<file path="src/rtl/mfc_pkg.sv">
package mfc_pkg;
  localparam int WORD_W   = 32;
  localparam int AIDX_W   = 3;
  localparam int OVF_BIT  = 0;
  localparam int FAV_BIT  = 1;
  localparam int TYPE_LSB = 2;
  localparam int TYPE_W   = 3;
  localparam int AIDX_LSB = 5;
  localparam int LVL_LSB  = 8;
  localparam int LVL_W    = 2;
  localparam int FETCH_BIT = 1;

  typedef enum logic {EXC_DATA = 1'b0, EXC_INSN = 1'b1} exc_kind_e;

  // Keep only the type and level fields of a fault word.
  function automatic logic [WORD_W-1:0] word_fields(input logic [WORD_W-1:0] w);
    logic [WORD_W-1:0] m;
    m = '0;
    for (int b = 0; b < TYPE_W; b++) m[TYPE_LSB+b] = 1'b1;
    for (int b = 0; b < LVL_W; b++)  m[LVL_LSB+b]  = 1'b1;
    return w & m;
  endfunction

  // Build a full status value from a new fault.
  function automatic logic [WORD_W-1:0] compose_status(
      input logic              ovf,
      input logic [AIDX_W-1:0] aidx,
      input logic [WORD_W-1:0] w);
    logic [WORD_W-1:0] s;
    s = word_fields(w);
    s[AIDX_LSB +: AIDX_W] = aidx;
    s[FAV_BIT] = 1'b1;
    s[OVF_BIT] = ovf;
    return s;
  endfunction

  function automatic exc_kind_e kind_of(input logic [AIDX_W-1:0] aidx);
    return aidx[FETCH_BIT] ? EXC_INSN : EXC_DATA;
  endfunction
endpackage

</file>
<file path="src/rtl/mfc_status_reg.sv">
module mfc_status_reg
  import mfc_pkg::*;
(
  input  logic              clk,
  input  logic              rst_n,
  input  logic              capture,
  input  logic              rd_clr,
  input  logic [AIDX_W-1:0] aidx,
  input  logic [WORD_W-1:0] word,
  output logic [WORD_W-1:0] stat,
  output logic              ovf_event
);
  logic              occupied;
  logic [WORD_W-1:0] stat_nx;

  assign occupied  = |stat;
  assign ovf_event = capture && !rd_clr && occupied;

  always_comb begin
    stat_nx = stat;
    if (capture)     stat_nx = compose_status(ovf_event, aidx, word);
    else if (rd_clr) stat_nx = '0;
  end

  always_ff @(posedge clk) begin
    if (!rst_n) stat <= '0;
    else        stat <= stat_nx;
  end

  AST_VALID_MARK: assert property (@(posedge clk) disable iff (!rst_n)
    capture |=> stat[FAV_BIT]);
  AST_OVERFLOW_SET: assert property (@(posedge clk) disable iff (!rst_n)
    (capture && !rd_clr && stat != '0) |=> stat[OVF_BIT]);
  AST_READ_CLEARS: assert property (@(posedge clk) disable iff (!rst_n)
    (rd_clr && !capture) |=> stat == '0);
  AST_SAME_CYCLE_NO_OVF: assert property (@(posedge clk) disable iff (!rst_n)
    (rd_clr && capture) |=> !stat[OVF_BIT]);
  AST_STATUS_HOLD: assert property (@(posedge clk) disable iff (!rst_n)
    (!rd_clr && !capture) |=> $stable(stat));
endmodule

</file>
<file path="src/rtl/mfc_addr_reg.sv">
module mfc_addr_reg #(
  parameter int VA_W = 32
) (
  input  logic            clk,
  input  logic            rst_n,
  input  logic            capture,
  input  logic [VA_W-1:0] addr,
  output logic [VA_W-1:0] far
);
  always_ff @(posedge clk) begin
    if (!rst_n)       far <= '0;
    else if (capture) far <= addr;
  end

  AST_FAR_LOAD: assert property (@(posedge clk) disable iff (!rst_n)
    capture |=> far == $past(addr));
  AST_FAR_HOLD: assert property (@(posedge clk) disable iff (!rst_n)
    !capture |=> $stable(far));
endmodule

</file>
<file path="src/rtl/mfc_exc_sel.sv">
module mfc_exc_sel
  import mfc_pkg::*;
(
  input  logic              clk,
  input  logic              rst_n,
  input  logic              capture,
  input  logic [AIDX_W-1:0] aidx,
  input  logic              nofault_mode,
  input  logic              traps_en,
  output logic              req,
  output logic              is_insn
);
  logic      raise;
  exc_kind_e kind;

  assign raise = capture && traps_en && !nofault_mode;
  assign kind  = kind_of(aidx);

  always_ff @(posedge clk) begin
    if (!rst_n) begin
      req     <= 1'b0;
      is_insn <= 1'b0;
    end else begin
      req     <= raise;
      is_insn <= raise && (kind == EXC_INSN);
    end
  end

  AST_REQ_HAS_CAUSE: assert property (@(posedge clk) disable iff (!rst_n)
    req |-> $past(capture));
  AST_REQ_TYPE: assert property (@(posedge clk) disable iff (!rst_n)
    (capture && traps_en && !nofault_mode) |=> (req && is_insn == $past(aidx[FETCH_BIT])));
  AST_REQ_SUPPRESSED: assert property (@(posedge clk) disable iff (!rst_n)
    (capture && (nofault_mode || !traps_en)) |=> !req);
  AST_TYPE_IDLE_ZERO: assert property (@(posedge clk) disable iff (!rst_n)
    !req |-> !is_insn);
endmodule

</file>
<file path="src/rtl/mmu_fault_capture.sv">
module mmu_fault_capture
  import mfc_pkg::*;
#(
  parameter int VA_W = 32
) (
  input  logic                clk,
  input  logic                rst_n,
  input  logic                flt_strobe,
  input  logic [WORD_W-1:0]   flt_word,
  input  logic [AIDX_W-1:0]   flt_aidx,
  input  logic [VA_W-1:0]     flt_addr,
  input  logic                nofault_mode,
  input  logic                traps_en,
  input  logic                stat_rd,
  output logic [WORD_W-1:0]   stat_q,
  output logic [VA_W-1:0]     far_q,
  output logic                exc_req,
  output logic                exc_is_insn
);
  logic ovf_event;

  mfc_status_reg u_stat (
    .clk       (clk),
    .rst_n     (rst_n),
    .capture   (flt_strobe),
    .rd_clr    (stat_rd),
    .aidx      (flt_aidx),
    .word      (flt_word),
    .stat      (stat_q),
    .ovf_event (ovf_event)
  );

  mfc_addr_reg #(.VA_W(VA_W)) u_far (
    .clk     (clk),
    .rst_n   (rst_n),
    .capture (flt_strobe),
    .addr    (flt_addr),
    .far     (far_q)
  );

  mfc_exc_sel u_exc (
    .clk          (clk),
    .rst_n        (rst_n),
    .capture      (flt_strobe),
    .aidx         (flt_aidx),
    .nofault_mode (nofault_mode),
    .traps_en     (traps_en),
    .req          (exc_req),
    .is_insn      (exc_is_insn)
  );

  AST_OVF_ONLY_ON_EVENT: assert property (@(posedge clk) disable iff (!rst_n)
    (flt_strobe && !ovf_event) |=> !stat_q[OVF_BIT]);
  AST_RESET_CLEAN: assert property (@(posedge clk)
    !rst_n |=> (stat_q == '0 && far_q == '0 && !exc_req && !exc_is_insn));
endmodule

</file>
<file path="config.mk">
export PLATFORM = sky130hd
export DESIGN_NAME = mmu_fault_capture
export DESIGN_NICKNAME = d
export VERILOG_FILES = /design/src/rtl/mfc_pkg.sv /design/src/rtl/mfc_status_reg.sv /design/src/rtl/mfc_addr_reg.sv /design/src/rtl/mfc_exc_sel.sv /design/src/rtl/mmu_fault_capture.sv
export SDC_FILE = /design/constraint.sdc
export NUM_CORES = 1
export LEC_CHECK = 0
export BUFFER_PORTS_ARGS = -buffer_cell sky130_fd_sc_hd__buf_2
export CAP_MARGIN = 20
export CORE_MARGIN = 2
export CORE_UTILIZATION = 44
export DETAILED_ROUTE_END_ITERATION = 12
export PLACE_DENSITY_LB_ADDON = 0.15
export SLEW_MARGIN = 30
export SYNTH_ARGS = -nofsm -noshare
export SYNTH_HDL_FRONTEND = slang
export SYNTH_HIERARCHICAL = 1
export SYNTH_SLANG_ARGS = --single-unit
</file>
<file path="constraint.sdc">
create_clock -name clk -period 1.6 [get_ports clk]
set_input_delay 0 -clock clk [delete_from_list [all_inputs] [get_ports clk]]
set_output_delay 0 -clock clk [all_outputs]
set_load 0.005 [all_outputs]
</file>
Yosys cells after proc, flatten, opt, wreduce, memory -nomap -nowiden
Cells that the tools add are included.

Register bits: 44. Output and inout port bits: 66.

Multiplexer cells: 3. Reductions and logical operators: 9.

Operator list (count): 10-bit two-way mux (2); 10-bit OR reduction (1); 1-bit logical AND (5); 1-bit logical NOT (2); 2-bit nonzero test (1); 1-bit two-way mux (1).

Longest topological paths before layout
Word-level depth: 4. Depth in mapped cells: 4.

By module
Netlist, hierarchy kept.

Modules (own cells, without submodules): mfc_addr_reg (instances 1, cells an instance 103, area each 1243.7 um^2, sequential area each 640.6 um^2); mfc_status_reg (instances 1, cells an instance 70, area each 648.1 um^2, sequential area each 200.2 um^2); mfc_exc_sel (instances 1, cells an instance 4, area each 56.3 um^2, sequential area each 40.0 um^2).

Worst setup path after synthesis
Ideal clock, no wire load.

Path kind: register to register. Start point: register u_stat.stat[3]. End point: register u_stat.stat[0]. Data arrival time: 0.884 ns. Data required time: 1.483 ns. Slack: 0.599 ns. Stages on the path, launching flop included: 4. Buffers on the path: 0. Path through: dfxtp_1 nor4_2 nand4_1 and4bb_1.

Cells in the longest elaborated chain, start to end: 3.

Ends and longest elaborated chain: start, declared (RTL line mfc_status_reg.sv:10) `output logic [WORD_W-1:0] stat,`; start signal, assigned (RTL line mfc_status_reg.sv:27) `else stat <= stat_nx;`; 10-bit OR reduction (RTL line mfc_status_reg.sv:16) `assign occupied = |stat;`; 1-bit logical AND (RTL line mfc_status_reg.sv:17) `assign ovf_event = capture && !rd_clr && occupied;`; 10-bit two-way mux (RTL line mfc_status_reg.sv:21) `if (capture) stat_nx = compose_status(ovf_event, aidx, word);`.

No other way between the ends. A chain may end at the register's enable or synchronous reset.

Worst setup path in the final report
Ends and elaborated chain as after synthesis.

==> results.json <==
{
  "setup_viol": 0,
  "tns_ns": 0,
  "worstSetupStartpointType": "flop",
  "fmax_ghz": 0.968,
  "first_iter_violations": 41,
  "vias": 1541,
  "powerDensity_mw_per_mm2": 831,
  "dieArea_mm2": 0.00495,
  "fin_cells": 354,
  "routedWlPerCell_um": 11.3,
  "cp.required_ns": 1.78,
  "final_area_mm2": 0.00276,
  "min_path_type": "in -> reg",
  "leakagePower_nw": 1.38,
  "clkSinkCount": 44,
  "tritoncts": "yes",
  "critPathBufInv": 0,
  "crit_path_top_delay_cell": "dfxtp_1",
  "grt_max_degree": 53,
  "register_area_um2": 881,
  "crit_family": "simple AND/OR/NAND/NOR gates",
  "grt_overflow": 0,
  "final_antenna_net_count": 0,
  "drt-total-wl_um": 3990,
  "crit_fanout": 3,
  "start_util_pct": 45.2,
  "ir_drop_v": 0.000440,
  "period_minus_slack_ns": 1.03,
  "grt_pass1_wl_um": 6690,
  "drc": 0,
  "fill_cells": 375,
  "area.growth.synth_to_final_pct": 42.2,
  "fin_crit_sh_pct": 64.5,
  "crit_type": "reg -> reg",
  "ctsResizeCount": 0,
  "place_inst": 308,
  "die_w_um": 70.4,
  "slowest_delay_ns": 0.34,
  "grt_pass1_vias": 1530,
  "cts_root_buffer": "clkbuf_8",
  "hold_buffers": 39,
  "htreeDepth": 2,
  "dp_hpwl_um": 2540,
  "place_congestion": 0.726,
  "clock_skew_ns": 0.000397,
  "drive_above_1_share_pct": 33.8,
  "cp_cell_sequence": "nor4_2, nand4_1, and4bb_1",
  "cts_buffers": 5,
  "clkSlewWorstSetupHoldPaths_ns": 0.08,
  "endpoint_kind": "flop",
  "max-cap-violations": 0,
  "grt_usage_pct": 16.6,
  "ios": 139,
  "critPathArrivalTime_ns": 1.21,
  "syn_area_per_cell_um2": 11.0,
  "rows": 24,
  "multi_input_area_um2": 848,
  "syn_area_mm2": 0.00194,
  "antenna_found_initial": 0,
  "ys_warn_count": 6,
  "whs_ns": 0.00645,
  "post_cts_buffers": 0,
  "clk_path_buf_depth": 2,
  "status": "complete, no violations",
  "syn_inst": 176,
  "die_h_um": 70.4,
  "slew_viol_final": 0,
  "portBuffers": 89,
  "drtPass1Iterations": 3,
  "core_area_mm2": 0.00429,
  "insertion_delay_ns": 0.28,
  "layout.nets": 375,
  "hold_viol_final": 0,
  "rsz0062_at_grt": "no",
  "antenna_cells": 0,
  "via_per_inst": 4.35,
  "place_area_mm2": 0.00227
}
[state kept, by name, summed over array words and instances, names as in the netlist]
signal         cells
u_far/far         32
u_exc/is_insn      1
u_exc/req          1
u_stat/stat       10
[power by group]
group | switching (W) | internal [W]
logic | 0.000148 | 0.000228
clock network | 0.000341 | 0.000384
registers | 0.0000342 | 0.00116
[routing by layer]
layer  GRT usage [%]  wire [um]  vias to the layer above
li1                -          -                      791
met1            19.2       1680                      689
met2            29.9       2000                       59
met3            4.33        297                        2
met4            4.49         15                        0
met5               0          0                        -
[layout by cell type, fill, tap and decap left out]
cell           count
nor4_4             1
buf_4              1
conb_1            22
and4bb_1           1
nor2_1             2
and2_1             1
nor3b_1            7
dlygate4sd3_1     39
inv_2              1
a21boi_1           1
a21oi_1            8
nor4_2             1
nor3b_2            1
and4b_1            1
nor2b_1           40
dfxtp_1           44
clkbuf_8           7
buf_2             89
nand2b_1           1
buf_12             1
nand4_1            1
mux2i_1           32
[layout make-up]
cell class / instances / area share, %
inverters: 1 / 0.136
well taps: 52 / 2.36
clock buffers: 7 / 3.49
flip-flops and latches: 44 / 31.9
multi-input cells: 120 / 30.8
repair buffers: 130 / 31.3
[metrics by stage]
stage	setup WS [ns]	power, W	utilization (%)
after floorplan	0.630	0.00144	-
after global placement	0.593	0.00151	52.9
after detailed placement	0.575	0.00152	52.9
after CTS	0.569	0.00232	64.2
after global routing	0.466	0.00242	64.2
final	0.567	0.00229	64.2
[worst paths after layout]
| kind | depth (start not counted) | end | slack (ns) | from |
|---|---|---|---|---|
| min reg2reg | 2 | u_far/far[5] | 0.51 | u_far/far[5] |
| min | 3 | u_far/far[1] | 0.006 | flt_addr[1] |
| max | 3 | u_stat/stat[0] | 0.57 | u_stat/stat[3] |
| max reg2reg | 3 | u_stat/stat[0] | 0.57 | u_stat/stat[3] |
[worst register-to-register path: stages (launching register included)]
cell and delay, ns:
dfxtp_1 0.34, nor4_2 0.27, nand4_1 0.12, and4bb_1 0.20
(Power assumes the default switching activity.)
